$ cat src/rtl/wcb_pkg.sv
package wcb_pkg;

  parameter int BUS_W = 32;

  typedef enum logic [1:0] {
    LEN_ONE   = 2'd0,
    LEN_FOUR  = 2'd1,
    LEN_EIGHT = 2'd2,
    LEN_RSVD  = 2'd3
  } len_e;

  // burst addresses lose their offset inside one entry-sized block
  function automatic logic [BUS_W-1:0] align_base(input logic [BUS_W-1:0] a,
                                                  input logic burst,
                                                  input int low_bits);
    logic [BUS_W-1:0] keep;
    keep = ~((BUS_W'(1) << low_bits) - BUS_W'(1));
    return burst ? (a & keep) : a;
  endfunction

  function automatic logic lane_is_last(input logic burst, input int lane, input int words);
    return !burst || (lane == words - 1);
  endfunction

  function automatic int ptr_next(input int p, input int depth);
    return (p == depth - 1) ? 0 : p + 1;
  endfunction

endpackage

$ cat src/rtl/wcb_ingest.sv
module wcb_ingest import wcb_pkg::*; #(
  parameter int WORDS = 4,
  localparam int LW = (WORDS > 1) ? $clog2(WORDS) : 1
) (
  input  logic          clk,
  input  logic          rst_n,
  input  logic          cmd_valid,
  input  logic [1:0]    cmd_len,
  input  logic          dat_valid,
  input  logic          space_ok,
  output logic          cpu_ready,
  output logic          cpu_unsup,
  output logic          alloc_o,
  output logic          burst_o,
  output logic          word_we_o,
  output logic [LW-1:0] lane_o,
  output logic          last_o
);

  len_e          len_w;
  logic          filling_q;
  logic          burst_q;
  logic          unsup_q;
  logic [LW-1:0] lane_q;
  logic          len_ok;
  logic          cmd_bad;

  assign len_w     = len_e'(cmd_len);
  assign len_ok    = (len_w == LEN_ONE) || (len_w == LEN_FOUR);
  assign cpu_ready = space_ok && !filling_q;
  assign alloc_o   = cmd_valid && cpu_ready && len_ok;
  assign cmd_bad   = cmd_valid && !filling_q && !len_ok;
  assign burst_o   = (len_w == LEN_FOUR);
  assign word_we_o = filling_q && dat_valid;
  assign lane_o    = lane_q;
  assign last_o    = word_we_o && lane_is_last(burst_q, int'(lane_q), WORDS);
  assign cpu_unsup = unsup_q;

  always_ff @(posedge clk or negedge rst_n) begin
    if (!rst_n) begin
      filling_q <= 1'b0;
      burst_q   <= 1'b0;
      unsup_q   <= 1'b0;
      lane_q    <= '0;
    end else begin
      unsup_q <= cmd_bad;
      if (alloc_o) begin
        filling_q <= 1'b1;
        burst_q   <= burst_o;
        lane_q    <= '0;
      end else if (word_we_o) begin
        lane_q <= lane_q + 1'b1;
        if (last_o) filling_q <= 1'b0;
      end
    end
  end

  // once a command is taken, its words come back to back
  a_r5_first_word: assert property (@(posedge clk) disable iff (!rst_n)
    alloc_o |=> dat_valid);
  a_r5_no_gap: assert property (@(posedge clk) disable iff (!rst_n)
    (word_we_o && !last_o) |=> dat_valid);
  // a refused length never opens a fill
  a_r6_no_fill: assert property (@(posedge clk) disable iff (!rst_n)
    cmd_bad |=> !filling_q);

endmodule

$ cat src/rtl/wcb_store.sv
module wcb_store import wcb_pkg::*; #(
  parameter int DEPTH = 4,
  parameter int WORDS = 4,
  parameter int DW    = 32,
  localparam int PW = (DEPTH > 1) ? $clog2(DEPTH) : 1,
  localparam int CW = $clog2(DEPTH + 1),
  localparam int LW = (WORDS > 1) ? $clog2(WORDS) : 1,
  localparam int NW = $clog2(WORDS + 1),
  localparam int BW = DW / 8
) (
  input  logic                clk,
  input  logic                rst_n,
  input  logic                alloc_i,
  input  logic                burst_i,
  input  logic [DW-1:0]       addr_i,
  input  logic                word_we_i,
  input  logic [LW-1:0]       lane_i,
  input  logic                last_i,
  input  logic [DW-1:0]       wdata_i,
  input  logic [BW-1:0]       wbe_i,
  output logic                space_ok_o,
  output logic [CW-1:0]       occ_o,
  output logic                drain_o,
  output logic                drn_valid,
  input  logic                drn_ready,
  output logic [DW-1:0]       drn_addr,
  output logic                drn_burst,
  output logic [NW-1:0]       drn_words,
  output logic [WORDS*BW-1:0] drn_be,
  output logic [WORDS*DW-1:0] drn_data
);

  logic [DW-1:0]    addr_q [DEPTH];
  logic [NW-1:0]    cnt_q  [DEPTH];
  logic [DW-1:0]    data_q [DEPTH][WORDS];
  logic [BW-1:0]    be_q   [DEPTH][WORDS];
  logic [DEPTH-1:0] burst_q;
  logic [DEPTH-1:0] done_q;
  logic [PW-1:0]    wp_q, rp_q, fp_q;
  logic [CW-1:0]    occ_q;

  assign space_ok_o = (occ_q != CW'(DEPTH));
  assign occ_o      = occ_q;
  assign drn_valid  = done_q[rp_q];
  assign drain_o    = drn_valid && drn_ready;
  assign drn_addr   = addr_q[rp_q];
  assign drn_burst  = burst_q[rp_q];
  assign drn_words  = cnt_q[rp_q];

  for (genvar g = 0; g < WORDS; g++) begin : g_lane
    assign drn_data[g*DW +: DW] = data_q[rp_q][g];
    assign drn_be[g*BW +: BW]   = be_q[rp_q][g];
  end

  always_ff @(posedge clk or negedge rst_n) begin
    if (!rst_n) begin
      wp_q    <= '0;
      rp_q    <= '0;
      fp_q    <= '0;
      occ_q   <= '0;
      done_q  <= '0;
      burst_q <= '0;
    end else begin
      if (alloc_i) begin
        burst_q[wp_q] <= burst_i;
        fp_q          <= wp_q;
        wp_q          <= PW'(ptr_next(int'(wp_q), DEPTH));
      end
      if (word_we_i && last_i) done_q[fp_q] <= 1'b1;
      if (drain_o) begin
        done_q[rp_q] <= 1'b0;
        rp_q         <= PW'(ptr_next(int'(rp_q), DEPTH));
      end
      case ({alloc_i, drain_o})
        2'b10:   occ_q <= occ_q + 1'b1;
        2'b01:   occ_q <= occ_q - 1'b1;
        default: occ_q <= occ_q;
      endcase
    end
  end

  always_ff @(posedge clk) begin
    if (alloc_i) begin
      addr_q[wp_q] <= addr_i;
      cnt_q[wp_q]  <= '0;
      for (int k = 0; k < WORDS; k++) begin
        data_q[wp_q][k] <= '0;
        be_q[wp_q][k]   <= '0;
      end
    end
    if (word_we_i) begin
      data_q[fp_q][lane_i] <= wdata_i;
      be_q[fp_q][lane_i]   <= wbe_i;
      cnt_q[fp_q]          <= cnt_q[fp_q] + 1'b1;
    end
  end

  // never claim a slot beyond the fourth
  a_r1_no_overflow: assert property (@(posedge clk) disable iff (!rst_n)
    alloc_i |-> (occ_q < CW'(DEPTH)));
  // fill and drain together leave the count alone
  a_r8_occ_hold: assert property (@(posedge clk) disable iff (!rst_n)
    (alloc_i && drain_o) |=> (occ_q == $past(occ_q)));
  // only a fully written entry is shown
  a_r7_complete: assert property (@(posedge clk) disable iff (!rst_n)
    drn_valid |-> (drn_words == (drn_burst ? NW'(WORDS) : NW'(1))));
  // a stalled head holds still
  a_r10_stall_hold: assert property (@(posedge clk) disable iff (!rst_n)
    (drn_valid && !drn_ready) |=> (drn_valid && $stable(drn_addr) && $stable(drn_data)));

endmodule

$ cat src/rtl/wr_cmd_buf.sv
module wr_cmd_buf import wcb_pkg::*; #(
  parameter int DEPTH = 4,
  parameter int WORDS = 4,
  parameter int DW    = BUS_W,
  localparam int BW   = DW / 8,
  localparam int NW   = $clog2(WORDS + 1),
  localparam int LW   = (WORDS > 1) ? $clog2(WORDS) : 1,
  localparam int CW   = $clog2(DEPTH + 1),
  localparam int OFFB = $clog2(WORDS * BW)
) (
  input  logic                clk,
  input  logic                rst_n,
  input  logic                cpu_cmd_valid,
  input  logic [1:0]          cpu_len,
  input  logic                cpu_dat_valid,
  input  logic [DW-1:0]       cpu_ad,
  input  logic [BW-1:0]       cpu_be,
  output logic                cpu_ready,
  output logic                cpu_unsup,
  output logic                drn_valid,
  input  logic                drn_ready,
  output logic [DW-1:0]       drn_addr,
  output logic                drn_burst,
  output logic [NW-1:0]       drn_words,
  output logic [WORDS*BW-1:0] drn_be,
  output logic [WORDS*DW-1:0] drn_data
);

  logic          alloc_w, burst_w, word_we_w, last_w, space_ok_w, drain_w;
  logic [LW-1:0] lane_w;
  logic [CW-1:0] occ_w;
  logic [DW-1:0] base_w;

  assign base_w = align_base(cpu_ad, burst_w, OFFB);

  wcb_ingest #(.WORDS(WORDS)) u_ingest (
    .clk       (clk),
    .rst_n     (rst_n),
    .cmd_valid (cpu_cmd_valid),
    .cmd_len   (cpu_len),
    .dat_valid (cpu_dat_valid),
    .space_ok  (space_ok_w),
    .cpu_ready (cpu_ready),
    .cpu_unsup (cpu_unsup),
    .alloc_o   (alloc_w),
    .burst_o   (burst_w),
    .word_we_o (word_we_w),
    .lane_o    (lane_w),
    .last_o    (last_w)
  );

  wcb_store #(.DEPTH(DEPTH), .WORDS(WORDS), .DW(DW)) u_store (
    .clk        (clk),
    .rst_n      (rst_n),
    .alloc_i    (alloc_w),
    .burst_i    (burst_w),
    .addr_i     (base_w),
    .word_we_i  (word_we_w),
    .lane_i     (lane_w),
    .last_i     (last_w),
    .wdata_i    (cpu_ad),
    .wbe_i      (cpu_be),
    .space_ok_o (space_ok_w),
    .occ_o      (occ_w),
    .drain_o    (drain_w),
    .drn_valid  (drn_valid),
    .drn_ready  (drn_ready),
    .drn_addr   (drn_addr),
    .drn_burst  (drn_burst),
    .drn_words  (drn_words),
    .drn_be     (drn_be),
    .drn_data   (drn_data)
  );

  // a refused command claims no slot
  a_r6_refused_no_alloc: assert property (@(posedge clk) disable iff (!rst_n)
    (cpu_unsup && !$past(drain_w)) |-> (occ_w == $past(occ_w)));

endmodule

$ cat config.mk
export PLATFORM = sky130hd
export DESIGN_NAME = wr_cmd_buf
export DESIGN_NICKNAME = d
export VERILOG_FILES = /design/src/rtl/wcb_pkg.sv /design/src/rtl/wcb_ingest.sv /design/src/rtl/wcb_store.sv /design/src/rtl/wr_cmd_buf.sv
export SDC_FILE = /design/constraint.sdc
export NUM_CORES = 1
export LEC_CHECK = 0
export BUFFER_PORTS_ARGS = -buffer_cell sky130_fd_sc_hd__buf_2
export CORE_ASPECT_RATIO = 0.6
export CORE_MARGIN = 2
export CORE_UTILIZATION = 36
export CTS_CLUSTER_SIZE = 20
export DETAILED_ROUTE_END_ITERATION = 12
export GPL_TIMING_DRIVEN = 0
export PLACE_DENSITY = 0.54
export SLEW_MARGIN = 25
export SYNTH_ARGS = -nofsm -noshare
export SYNTH_HDL_FRONTEND = slang
export SYNTH_SLANG_ARGS = --single-unit
$ cat constraint.sdc
create_clock -name clk -period 9.95 [get_ports clk]
set_input_delay 0 -clock clk [delete_from_list [all_inputs] [get_ports clk]]
set_output_delay 0 -clock clk [all_outputs]
set_load 0.005 [all_outputs]
### Yosys cells after proc, flatten, opt, wreduce, memory -nomap -nowiden

Memory sizes are Yosys's and may differ from the RTL's.
Cells that the tools add are included.

| storage, ports and cells | value |
|---|---|
| flip-flop bits (word level) | 22 |
| RAM bits | 716 |
| input bits | 43 |
| output and inout bits | 183 |
| memories | 4 |

| operators by class | value |
|---|---|
| add/sub/neg operators | 6 |
| $lt $le $gt $ge | 8 |
| equal/unequal tests | 7 |
| multiplexer cells | 41 |
| bitwise logic cells | 4 |
| reductions and logical operators | 26 |

Memory list:

| memory | depth | width | read ports | clocked after Yosys merged registers in | write ports | line | text |
|---|---|---|---|---|---|---|---|
| u_store.data_q | 4 | 128 | 1 | 0 | 1 | wcb_store.sv:35 | `logic [DW-1:0] data_q [DEPTH][WORDS];` |
| u_store.addr_q | 4 | 32 | 1 | 0 | 1 | wcb_store.sv:33 | `logic [DW-1:0] addr_q [DEPTH];` |
| u_store.be_q | 4 | 16 | 1 | 0 | 1 | wcb_store.sv:36 | `logic [BW-1:0] be_q [DEPTH][WORDS];` |
| u_store.cnt_q | 4 | 3 | 2 | 0 | 1 | wcb_store.sv:34 | `logic [NW-1:0] cnt_q [DEPTH];` |

Operators by type and width:

| kind | number |
|---|---|
| 128-bit 2-to-1 mux | 3 |
| 128-bit OR reduction | 1 |
| 32-bit demux with 2-bit select | 1 |
| 16-bit 2-to-1 mux | 3 |
| 32-bit 2-to-1 mux | 1 |
| 4-bit 2-to-1 mux | 4 |
| 16-bit OR reduction | 1 |
| 2-bit 2-to-1 mux | 7 |
| 1-bit logical AND | 13 |
| 1-bit 2-to-1 mux | 13 |
| 2-bit by 1-bit equality test with 1-bit output, second input constant | 5 |
| 2-bit by 3-bit < comparator with 1-bit output, second input constant | 3 |
| 4-bit demux with 2-bit select | 1 |
| 2-bit by 1-bit adder with 2-bit output, second input constant | 3 |
| 3-bit by 1-bit adder with 3-bit output, second input constant | 2 |
| 1-bit demux with 2-bit select | 3 |
| 2-bit by 1-bit >= comparator with 1-bit output, second input constant | 3 |
| 3-bit one-hot mux with 2 select lines | 1 |
| 2-bit nonzero test | 3 |
| 4-bit bitwise AND | 1 |
| 1-bit binary-select mux with 2-bit select | 2 |
| 4-bit bitwise mux | 1 |
| 4-bit NOT | 1 |
| 4-bit OR | 1 |
| other kinds (12) | 15 |

### Logic depth before layout (Yosys ltp)

Gate-level depths: netlist (run 1).

| logic depth | value |
|---|---|
| word-level depth | 8 |
| depth in mapped cells | 9 |
| gate-level depth less buffers | 8 |

### Modules after synthesis

From an unflattened synthesis (run 1), not the netlist that was laid out.

| second synthesis, totals | value |
|---|---|
| cells, all modules | 1772 |
| area, all modules | 31312.5 um^2 |

By module, submodules not included:

| module | times used | cells an instance | area each (um^2) | seq. area each (um^2) |
|---|---|---|---|---|
| wcb_store | 1 | 1744 | 31039.8 | 21926.0 |
| wcb_ingest | 1 | 24 | 247.7 | 125.1 |
| wr_cmd_buf | 1 | 4 | 25.0 | 0.0 |

### Worst setup path before layout (run 1)

No wires, ideal clock.

| timing | value |
|---|---|
| kind | flip-flop to flip-flop |
| start | reg u_ingest.lane_q[0] (netlist: u_ingest.lane_o[0]) |
| end | mem u_store.be_q[1][0] (netlist bit), enable pin |
| arrival | 3.243 ns |
| data required time | 9.509 ns |
| slack | 6.266 ns |
| cell stages (with the launch flop) | 6 |
| buffers on the path | 0 |
| path through | dfrtp_1 -> inv_1 -> ha_1 -> nor4_1 -> o21ai_0 -> a21oi_1 |

| on the way | value |
|---|---|
| word-level cells in the longest chain between the ends | 8 |
| elaborated cells between the ends (all ways) | 10 |
| those cells by class | order compare: 2; mux: 5; bitwise: 1; reduce/logical: 2 |

Ends and longest elaborated chain:

| what | line | text |
|---|---|---|
| from (decl) | wcb_ingest.sv:24 | `logic [LW-1:0] lane_q;` |
| from (signal assigned) | wcb_ingest.sv:52 | `lane_q <= lane_q + 1'b1;` |
| 2-bit NOT with 3-bit output (implied by the code) (*) | wcb_store.sv:93 | `be_q[fp_q][lane_i] <= wbe_i;` |
| 3-bit >= comparator (implied by the code) / 3-bit by 1-bit < comparator with 1-bit output (equally long branches) | wcb_store.sv:93 |  |
| 1-bit logical AND (implied by the code) | wcb_store.sv:93 |  |
| 4-bit 2-to-1 mux (implied by the code) | wcb_store.sv:93 |  |
| 4-bit demux with 2-bit select (*) | wcb_store.sv:93 |  |
| 16-bit 2-to-1 mux (implied by the code) (*) | wcb_store.sv:93 |  |
| 16-bit OR reduction (no line) | - |  |
| 2-bit 2-to-1 mux (no line) / 16-bit 2-to-1 mux (equally long branches) | - |  |
| to (decl) | wcb_store.sv:36 |  |

Every way passes the cells marked *; elsewhere a longest branch is shown, timed or not.

### Worst setup path after layout (run 1)

| timing | value |
|---|---|
| start | reg u_ingest.lane_q[0] (netlist: u_ingest.lane_o[0]) |
| end | mem u_store.data_q[2][14] (netlist bit), enable pin |

| on the way | value |
|---|---|
| word-level cells in the longest chain between the ends | 8 |
| elaborated cells between the ends (all ways) | 10 |
| those cells by class | order compare: 2; mux: 5; bitwise: 1; reduce/logical: 2 |

Ends and longest elaborated chain:

| what | line | text |
|---|---|---|
| 2-bit NOT with 3-bit output (implied by the code) (*) | wcb_store.sv:92 | `data_q[fp_q][lane_i] <= wdata_i;` |
| 3-bit >= comparator (implied by the code) / 3-bit by 1-bit < comparator with 1-bit output (equally long branches) | wcb_store.sv:92 |  |
| 1-bit logical AND (implied by the code) | wcb_store.sv:92 |  |
| 32-bit 2-to-1 mux (implied by the code) | wcb_store.sv:92 |  |
| 32-bit demux with 2-bit select (*) | wcb_store.sv:92 |  |
| 128-bit 2-to-1 mux (implied by the code) (*) | wcb_store.sv:92 |  |
| 128-bit OR reduction (no line) | - |  |
| 2-bit 2-to-1 mux (no line) / 128-bit 2-to-1 mux (equally long branches) | - |  |
| to (decl) | wcb_store.sv:35 |  |

Marked as above.

==> results.toml, run 1 <==
[yosys]
yosys_most_used_dff = "edfxtp_1"
yosys.area.top_type = "edfxtp_1"
ys_warn_count = 0
ys_ff_latch = 738
synth.avg_cell_area_um2 = 24.4
synthesis.nets = 1194
synth-edff-count = 716
synth_area_leaders = "edfxtp_1 (78%), mux4_2 (15%), dfrtp_1 (2.0%)"
synth_area_um2 = 27700
ys_types = 45
synth_top_area_frac = 0.777
yosysMostFrequentCell = "edfxtp_1"
async_flop_share = 0.0298
synth_cells = 1136
synth_seq_area_share = 0.797
synthTopCellsByCount = "edfxtp_1 (716), mux4_2 (183), and3_1 (34)"

[sta]
final-max-slew-violation-count = 0
tightest_slew_ns = 0.997
max_slew_margin = 0.335
final_hold_viol_count = 0
period_share = 0.330
clock_skew_ns = 0.0174
fin_setup_tns_ns = 0
rsz0062_at_grt = "no"
fmax_ghz = 0.304
layout_min_cycle_time_ns = 3.29
setup_viol = 0

[placed_design]
io_buffers = 225
dpl.hpwl_mm = 47.2
routabilityCongestion = 0.754
dp_cells = 2398

[detailed_routing]
drt_first_pass_iters = 5
routed_via_density = 5.10
drtIter0Drc = 1424
num_vias = 13100
route.detailed.drc = 0
wl_per_cell_um = 26.5
totalWireLength_mm = 68.2
antenna_left = 0

[final_layout]
fillCellCount = 6353
instances_no_fill = 2567
layout-drive-gt1-share = 0.401
multi_input_area_um2 = 5450
regArea_um2 = 22100
syn2layout_area_growth_pct = 22.4
nNetsFinal = 1570

[cts]
numCtsBuffers = 71
cts.htree.levels = 3
cts.sinks = 738
clockBufferDepth = 3
root_buffer = "clkbuf_16"
clk_latency_ns = 0.61
path_clk_slew_ns = 0.06
cts_tree = "yes"
cts_resized = 0

[power_and_ir_drop]
total_power_mw = 9.83
power.density_nw_per_um2 = 290
p_leak_nw = 11.5
ir_drop_mv = 0.124

[critical_path]
cpMaxStageDelayCell = "a21oi_4"
critPathRequiredTime_ns = 10.25
crit_fanout = 16
cp_slowest_stage_delay_ns = 0.66
worst_ep_arrival_time_ns = 3.59
crit_chain = "inv_1 -> ha_1 -> nor4_1 -> o211ai_1 -> a21oi_4 -> buf_16 -> buf_16"
start_kind = "flop"
crit_top_cell = "buf_16"
critPathCaptureType = "flop"
crit_type = "reg2reg"

[global_route]
antenna_found_initial = 4
grt_pass1_vias = 13400
grt_first_pass_wirelength_mm = 97.8
grt_overflow = 0
grt_usage = 0.175
grt_start_max_net_pins = 34

[hold_path]
hold_path.class = "in2async"

[floorplan]
die_h_um = 219
row_count = 78
die_w_um = 362
start_util = 0.365
dieArea_um2 = 79200
core_um2 = 75800
ios = 226

[run]
cap_viol_max_count = 0

[run_status]
status = "completed"
-- where the power goes --
group / switching, mW / total (mW) / internal, mW
sequential: 0.0973 / 4.05 / 3.95
combinational: 1.78 / 3.16 / 1.38
clock: 1.13 / 2.63 / 1.49
-- cell type report --
class	count	area share
clock buffers	89	0.0563
repair buffers	303	0.0747
plain buffers	57	0.0100
inverters	7	0.000775
diodes	1	0.0000738
flip-flops and latches	738	0.651
multi-input cells	334	0.161
well taps	1000	0.0369
clock inverters	38	0.00971
-- flip-flops by register name (all words and copies together), names as in the netlist --
register	cells
u_store.addr_q	128
u_store.wp_q	2
u_store.fp_q	2
u_ingest.filling_q	1
u_store.be_q	64
u_ingest.cpu_unsup	1
u_ingest.burst_q	1
u_store.occ_o	3
u_store.cnt_q	12
u_store.data_q	512
u_store.rp_q	2
u_ingest.lane_o	2
u_store.burst_q	4
u_store.done_q	4
-- worst max-delay path, delay by kind of cell, from the launching register on --
family,cells,cell delay [ns]
flip-flops,1,0.41
AND/OR/NAND/NOR,1,0.64
adder cells (fa/ha/maj),1,0.24
buffers and inverters,3,0.50
AO/OA/AOI/OAI,2,1.16
-- final timing paths --
| check | from | to | slack (ns) | depth (start not counted) |
|---|---|---|---|---|
| worst max register to register | u_ingest.lane_o[0]$_DFFE_PN0P_ | u_store.data_q[2][14]$_DFFE_PP_ | 6.66 | 7 |
| worst max-delay path | u_ingest.lane_o[0]$_DFFE_PN0P_ | u_store.data_q[2][14]$_DFFE_PP_ | 6.66 | 7 |
| worst min register to register | u_store.occ_o[2]$_DFFE_PN0P_ | u_store.occ_o[2]$_DFFE_PN0P_ | 0.48 | 1 |
| max in group asynchronous | rst_n | u_store.occ_o[2]$_DFFE_PN0P_ | 9.58 | 3 |
| worst min-delay path | rst_n | u_store.burst_q[0]$_DFFE_PN0P_ | 0.007 | 3 |
| min in group clk | cpu_be[3] | u_store.be_q[0][15]$_DFFE_PP_ | 0.03 | 2 |
-- cells by family (layout without fill, tap and decap cells) --
logic type,count (synthesis),in the layout,synth area share
mux,196,196,0.155
fa+ha+maj,15,15,0.00705
other cells,0,1,0
buf+inv,64,494,0.0132
xor+xnor,5,5,0.00158
compound gates,41,41,0.00931
simple gates,77,77,0.0175
flops,738,738,0.797
-- routing by layer --
layer,GRT usage,up-vias,share of wire
li1,-,5605,-
met5,0,-,0
met1,0.253,7052,0.46
met3,0.0368,72,0.060
met4,0.0365,0,0.015
met2,0.274,351,0.47
-- cells in the final DEF, fill, tap and decap left out, types with 4 or more instances in the layout --
master and instances:
clkinvlp_4 4, a21oi_4 16, nand2_1 6, inv_1 6, and2_1 5, clkbuf_16 74, a22oi_1 4, a21oi_1 5
clkinv_2 8, dlygate4sd3_1 40, dfrtp_1 22, buf_2 253, xnor2_1 4, buf_16 35, clkbuf_1 23, mux2_4 5
edfxtp_1 716, bufinv_16 5, and3_1 33, mux2_2 5, and3_2 5, nor2b_1 4, nand3_1 4, ha_1 14
clkinv_1 18, mux4_2 183, nor2_1 6, buf_6 4, buf_4 16
-- through the flow --
step	hold slack, ns	instance area, um2	setup slack [ns]	utilization
final	0.00689	33900	6.66	0.447
after detailed placement	0.00170	31200	6.66	0.412
after CTS	0.0368	33900	6.67	0.447
after global routing	0.0180	33900	6.44	0.447
after global placement	0.000735	30100	3.53	0.396
after floorplan	-0.296	27700	6.27	-
-- timing repair --
action,in CTS,in global routing
buffers inserted,0,0
hold buffers,41,0
endpoints found under the hold margin,221,0
No activity file was read; power rests on OpenSTA's default activity.
==> inputs of run 2 (changes only) <==
Clock period 9.95 ns to 3.3 ns, I/O delays scaled along.
==> run 2 against run 1 <==
The run now ends with hold timing left. Worst setup slack lost 6.6 ns. Non-clock buffer count is the same. Sequential power grew to 3.0 times the previous value. First-iteration DRC count shrank 17%.
==> results.toml, run 2 (synthesis results as in run 1) <==
[detailed_routing]
drtIter0Drc = 1182
wl_per_cell_um = 26.2
totalWireLength_mm = 67.2
drt_first_pass_iters = 5
route.detailed.drc = 0
routed_via_density = 5.14
num_vias = 13200
antenna_left = 0

[final_layout]
n_antenna_cell = 0
top_regs = "u_store.data_q: 512 flops, u_store.addr_q: 128 flops, u_store.be_q: 64 flops"
syn2layout_area_growth_pct = 22.5
top_register = "u_store.data_q"
multi_input_area_um2 = 5450
regArea_um2 = 22100
most-common-layout-cells = "edfxtp_1 (716), buf_2 (253), mux4_2 (183)"
fin_util = 0.447
largest_reg_flops = 512
nNetsFinal = 1571
fillCellCount = 6354
final_common_cell = "edfxtp_1"
fin_area_um2 = 33900
layout-drive-gt1-share = 0.401

[sta]
final_hold_viol_count = 22
max_slew_margin = 0.323
whs_ns = -0.0131
clock_skew_ns = 0.0226
layout_min_cycle_time_ns = 3.28
fin_setup_tns_ns = 0
setup_slack_ns = 0.0182
rsz0062_at_grt = "no"
tightest_slew_ns = 1.02
fmax_ghz = 0.305
setup_viol = 0
final-max-slew-violation-count = 0
period_share = 0.994

[cts]
cts.htree.levels = 3
path_clk_slew_ns = 0.06
cts_resized = 0
numCtsBuffers = 72
cts_tree = "yes"
root_buffer = "clkbuf_16"
clk_latency_ns = 0.62
cts.sinks = 738
clockBufferDepth = 3

[critical_path]
crit_type = "reg2reg"
critPathRequiredTime_ns = 3.61
crit_fanout = 16
r2r_slack_ns = 0.02
critPathCaptureType = "flop"
worst_ep_arrival_time_ns = 3.59
start_kind = "flop"

[power_and_ir_drop]
total_power_mw = 29.6
ir_drop_mv = 0.481
power.density_nw_per_um2 = 874
p_leak_nw = 11.5

[floorplan]
row_count = 78
ios = 226
die_h_um = 219
core_um2 = 75800
start_util = 0.365
die_w_um = 362
dieArea_um2 = 79200

[placed_design]
io_buffers = 225
pre_cts_ws_ns = 0.195
routabilityCongestion = 0.776
dpl.hpwl_mm = 46.9
place_area_um2 = 31200

[global_route]
grt_pass1_vias = 13500
antenna_found_initial = 2
grt_usage = 0.172
grt_first_pass_wirelength_mm = 96.5
grt_start_max_net_pins = 34
grt_overflow = 0

[hold_path]
hold_path.class = "in2async"

[run]
cap_viol_max_count = 0

[run_status]
violations = "hold timing"
status = "complete, but fails checks"
run 2: cell types whose count changed in the layout (fill, tap and decap cells not counted), sizes merged:
cell / before / now
clkinv: 27 / 30
bufinv: 5 / 4
inv: 9 / 8
clkinvlp: 4 / 1
clkbuf: 99 / 102
diode: 1 / 0
run 2: path summary, 6_finish.rpt:
| path | start | cells after the start | end |
|---|---|---|---|
| max | u_ingest.lane_o[0]$_DFFE_PN0P_ | 7 | u_store.data_q[0][20]$_DFFE_PP_ |
| min | rst_n | 3 | u_ingest.lane_o[0]$_DFFE_PN0P_ |
| max reg2reg | u_ingest.lane_o[0]$_DFFE_PN0P_ | 7 | u_store.data_q[0][20]$_DFFE_PP_ |
| min reg2reg | u_store.occ_o[2]$_DFFE_PN0P_ | 1 | u_store.occ_o[2]$_DFFE_PN0P_ |
| max in group asynchronous | rst_n | 3 | u_store.done_q[0]$_DFF_PN0_ |
| min in group clk | cpu_be[1] | 2 | u_store.be_q[2][1]$_DFFE_PP_ |
run 2: timing repair:
action,4_1_cts,5_1_grt
buffers inserted,0,0
hold endpoints to repair,235,0
hold buffers,41,0
run 2: final cells by class:
class | instances | area share
tap | 1000 | 0.0369
buffer | 57 | 0.0100
inverter | 7 | 0.000775
sequential | 738 | 0.650
multi-input combinational | 334 | 0.161
clock inverter | 36 | 0.00793
clock buffer | 92 | 0.0585
timing repair buffer | 303 | 0.0748
run 2: report_power, final:
| group | internal, mW | total (mW) | switching, mW |
|---|---|---|---|
| logic | 4.17 | 9.50 | 5.33 |
| registers | 11.9 | 12.2 | 0.296 |
| clock network | 4.55 | 7.94 | 3.39 |
| total | 20.6 | 29.6 | 9.01 |
run 2: worst max-delay path, cell delays in order (launching register included):
cell	delay, ns
dfrtp_1	0.41
inv_1	0.08
ha_1	0.24
nor4_1	0.71
o211ai_1	0.51
a21oi_4	0.58
buf_16	0.23
buf_16	0.18
run 2: through the flow:
step / hold WS (ns) / cells
5_1_grt: 0.0177 / 2567
3_5_place_dp: 0.0219 / 2398
2_1_floorplan: -0.296 / 1136
3_3_place_gp: 0.0225 / 2361
6_report: -0.0131 / 2567
4_1_cts: 0.0172 / 2567
run 2: per-layer routing:
layer / vias to the layer above / global-route usage / routed length (um)
met1: 7127 / 0.251 / 31000
met3: 76 / 0.0391 / 3750
met4: 0 / 0.0346 / 1020
li1: 5619 / - / -
met5: - / 0 / 0
met2: 366 / 0.266 / 31500
==> inputs of run 3 (changes only) <==
Settings changed: PLACE_DENSITY 0.54 to 0.53.
==> run 3 against run 2 <==
The flow now finishes without violations. Highest routed layer unchanged. Combinational power about the same. Sequential share of layout area about the same. Sequential cell count did not move. Clock-buffer cell count shrank 6. Largest cell class unchanged. Routed wire length is 1.5% higher. Total power up 0.33%. Maximum frequency rose by 8.1%. Critical endpoint is now u_store.data_q[3][23]$_DFFE_PP_.
==> results.toml, run 3 (synthesis results as in run 1) <==
[sta]
period_share = 0.920
final-max-slew-violation-count = 0
max_slew_margin = 0.359
setup_slack_ns = 0.263
final_hold_viol_count = 0
rsz0062_at_grt = "no"
setup_viol = 0
clock_skew_ns = 0.0128
whs_ns = 0.00432
layout_min_cycle_time_ns = 3.04
tightest_slew_ns = 0.962
fmax_ghz = 0.329

[critical_path]
rr_startpoint = "u_ingest.lane_o[0]$_DFFE_PN0P_"
crit_type = "reg2reg"
worst_ep_arrival_time_ns = 3.35
cp_top_family = "compound AO/OA/AOI/OAI gates"
crit_top_cell = "buf_16"
crit_buf_inv = 3
crit_chain = "inv_1 -> ha_1 -> nor4_2 -> o211ai_1 -> a21oi_4 -> buf_16 -> buf_16"
critPathCaptureType = "flop"
critPathRequiredTime_ns = 3.61
cpMaxStageDelayCell = "a21oi_4"
start_kind = "flop"
crit_fanout = 16
cp_slowest_stage_delay_ns = 0.62
startpoint = "u_ingest.lane_o[0]$_DFFE_PN0P_"

[cts]
numCtsBuffers = 71
clk_latency_ns = 0.61
clockBufferDepth = 3
cts.htree.levels = 3
cts.sinks = 738
post-cts-setup-buffers = 0
root_buffer = "clkbuf_16"
path_clk_slew_ns = 0.07
cts_tree = "yes"

[final_layout]
layout-drive-gt1-share = 0.406
syn2layout_area_growth_pct = 22.5
top_regs = "u_store.data_q: 512 flops, u_store.addr_q: 128 flops, u_store.be_q: 64 flops"
largest_reg_flops = 512
nNetsFinal = 1569
most-common-layout-cells = "edfxtp_1 (716), buf_2 (253), mux4_2 (183)"
top_register = "u_store.data_q"
final_common_cell = "edfxtp_1"

[power_and_ir_drop]
total_power_mw = 29.7
power.internal_mw = 20.6
ir_drop_mv = 0.391
combPwrFrac = 0.320
power.density_nw_per_um2 = 877
p_seq_frac = 0.410
p_leak_nw = 11.5
p_sw_mw = 9.11
clkPwrFrac = 0.270
sw_frac_of_total = 0.306

[run]
cap_viol_max_count = 0

[floorplan]
dieArea_um2 = 79200
start_util = 0.365
die_w_um = 362
ios = 226
core_um2 = 75800
die_h_um = 219
row_count = 78

[detailed_routing]
num_vias = 13200
antenna_left = 0
wl_per_cell_um = 26.6
drt_first_pass_iters = 5
drtIter0Drc = 1130
totalWireLength_mm = 68.2
route.detailed.drc = 0
routed_via_density = 5.14

[global_route]
antenna_found_initial = 2
grt_pass1_vias = 13600
grt_overflow = 0
grt_start_max_net_pins = 34
grt_usage = 0.174
grt_first_pass_wirelength_mm = 97.6

[placed_design]
dpl.hpwl_mm = 47.5
routabilityCongestion = 0.757
pre_cts_ws_ns = 0.112
io_buffers = 225

[run_status]
status = "completed"

[hold_path]
hold_path.class = "in2async"
-- run 3: changes by cell type in the layout (fill, tap and decap cells not counted), moves of 2 or more --
cell	change
clkbuf_1	-7
clkinv_1	-2
clkbuf_8	+2
diode_2	+2
clkinv_4	+2
clkinvlp_4	+3
-- run 3: final timing paths --
path / to / cells after the start / slack [ns]
max: u_store.data_q[3][23]$_DFFE_PP_ / 7 / 0.26
min: u_store.burst_q[0]$_DFFE_PN0P_ / 3 / 0.004
max reg2reg: u_store.data_q[3][23]$_DFFE_PP_ / 7 / 0.26
max in group asynchronous: u_store.occ_o[0]$_DFFE_PN0P_ / 3 / 2.94
min reg2reg: u_store.occ_o[2]$_DFFE_PN0P_ / 1 / 0.47
min in group clk: u_store.be_q[3][15]$_DFFE_PP_ / 2 / 0.08
-- run 3: power by group through the flow --
stage	Sequential (mW)	Clock, mW	Combinational (mW)
global route	12.3	8.55	10.3
floorplan	12.3	0	5.15
detailed placement	12.4	0	9.73
finish	12.2	8.02	9.51
global placement	12.5	0	9.02
CTS	12.2	8.20	9.81
-- run 3: cell type report --
type	instances	area [um2]
Fill cell	6328	41900
Buffer	57	339
Multi-Input combinational cell	334	5450
Timing Repair Buffer	302	2510
Inverter	7	26.3
Clock buffer	86	1960
Tap cell	1000	1250
Sequential cell	738	22100
Clock inverter	40	320
Antenna cell	2	5.00
-- run 3: worst register-to-register path: stages (launching register included) --
cell and delay, ns:
dfrtp_1 0.41, inv_1 0.08, ha_1 0.24, nor4_2 0.52, o211ai_1 0.43, a21oi_4 0.62
buf_16 0.23, buf_16 0.20
-- run 3: metal layers --
metal,share of wire,global-route usage,vias to the layer above,routed length (um)
li1,-,-,5607,-
met1,0.46,0.256,7064,31600
met2,0.46,0.267,413,31400
met3,0.057,0.0352,93,3890
met4,0.019,0.0407,0,1300
met5,0,0,-,0
-- run 3: repair_timing --
item                                    4_1_cts  5_1_grt
endpoints found under the setup margin        0      149
hold endpoints to repair                    235        0
hold buffers                                 41        0
resized for setup                             0        1
-- run 3: metrics by stage --
step           setup TNS [ns]  utilization  cells  cell area, um2
2_1_floorplan         -176.05            -   1136           27700
3_3_place_gp         -1377.87        0.397   2361           30100
3_5_place_dp                0        0.412   2397           31200
4_1_cts                     0        0.447   2564           33900
5_1_grt                     0        0.447   2564           33900
6_report                    0        0.447   2566           33900
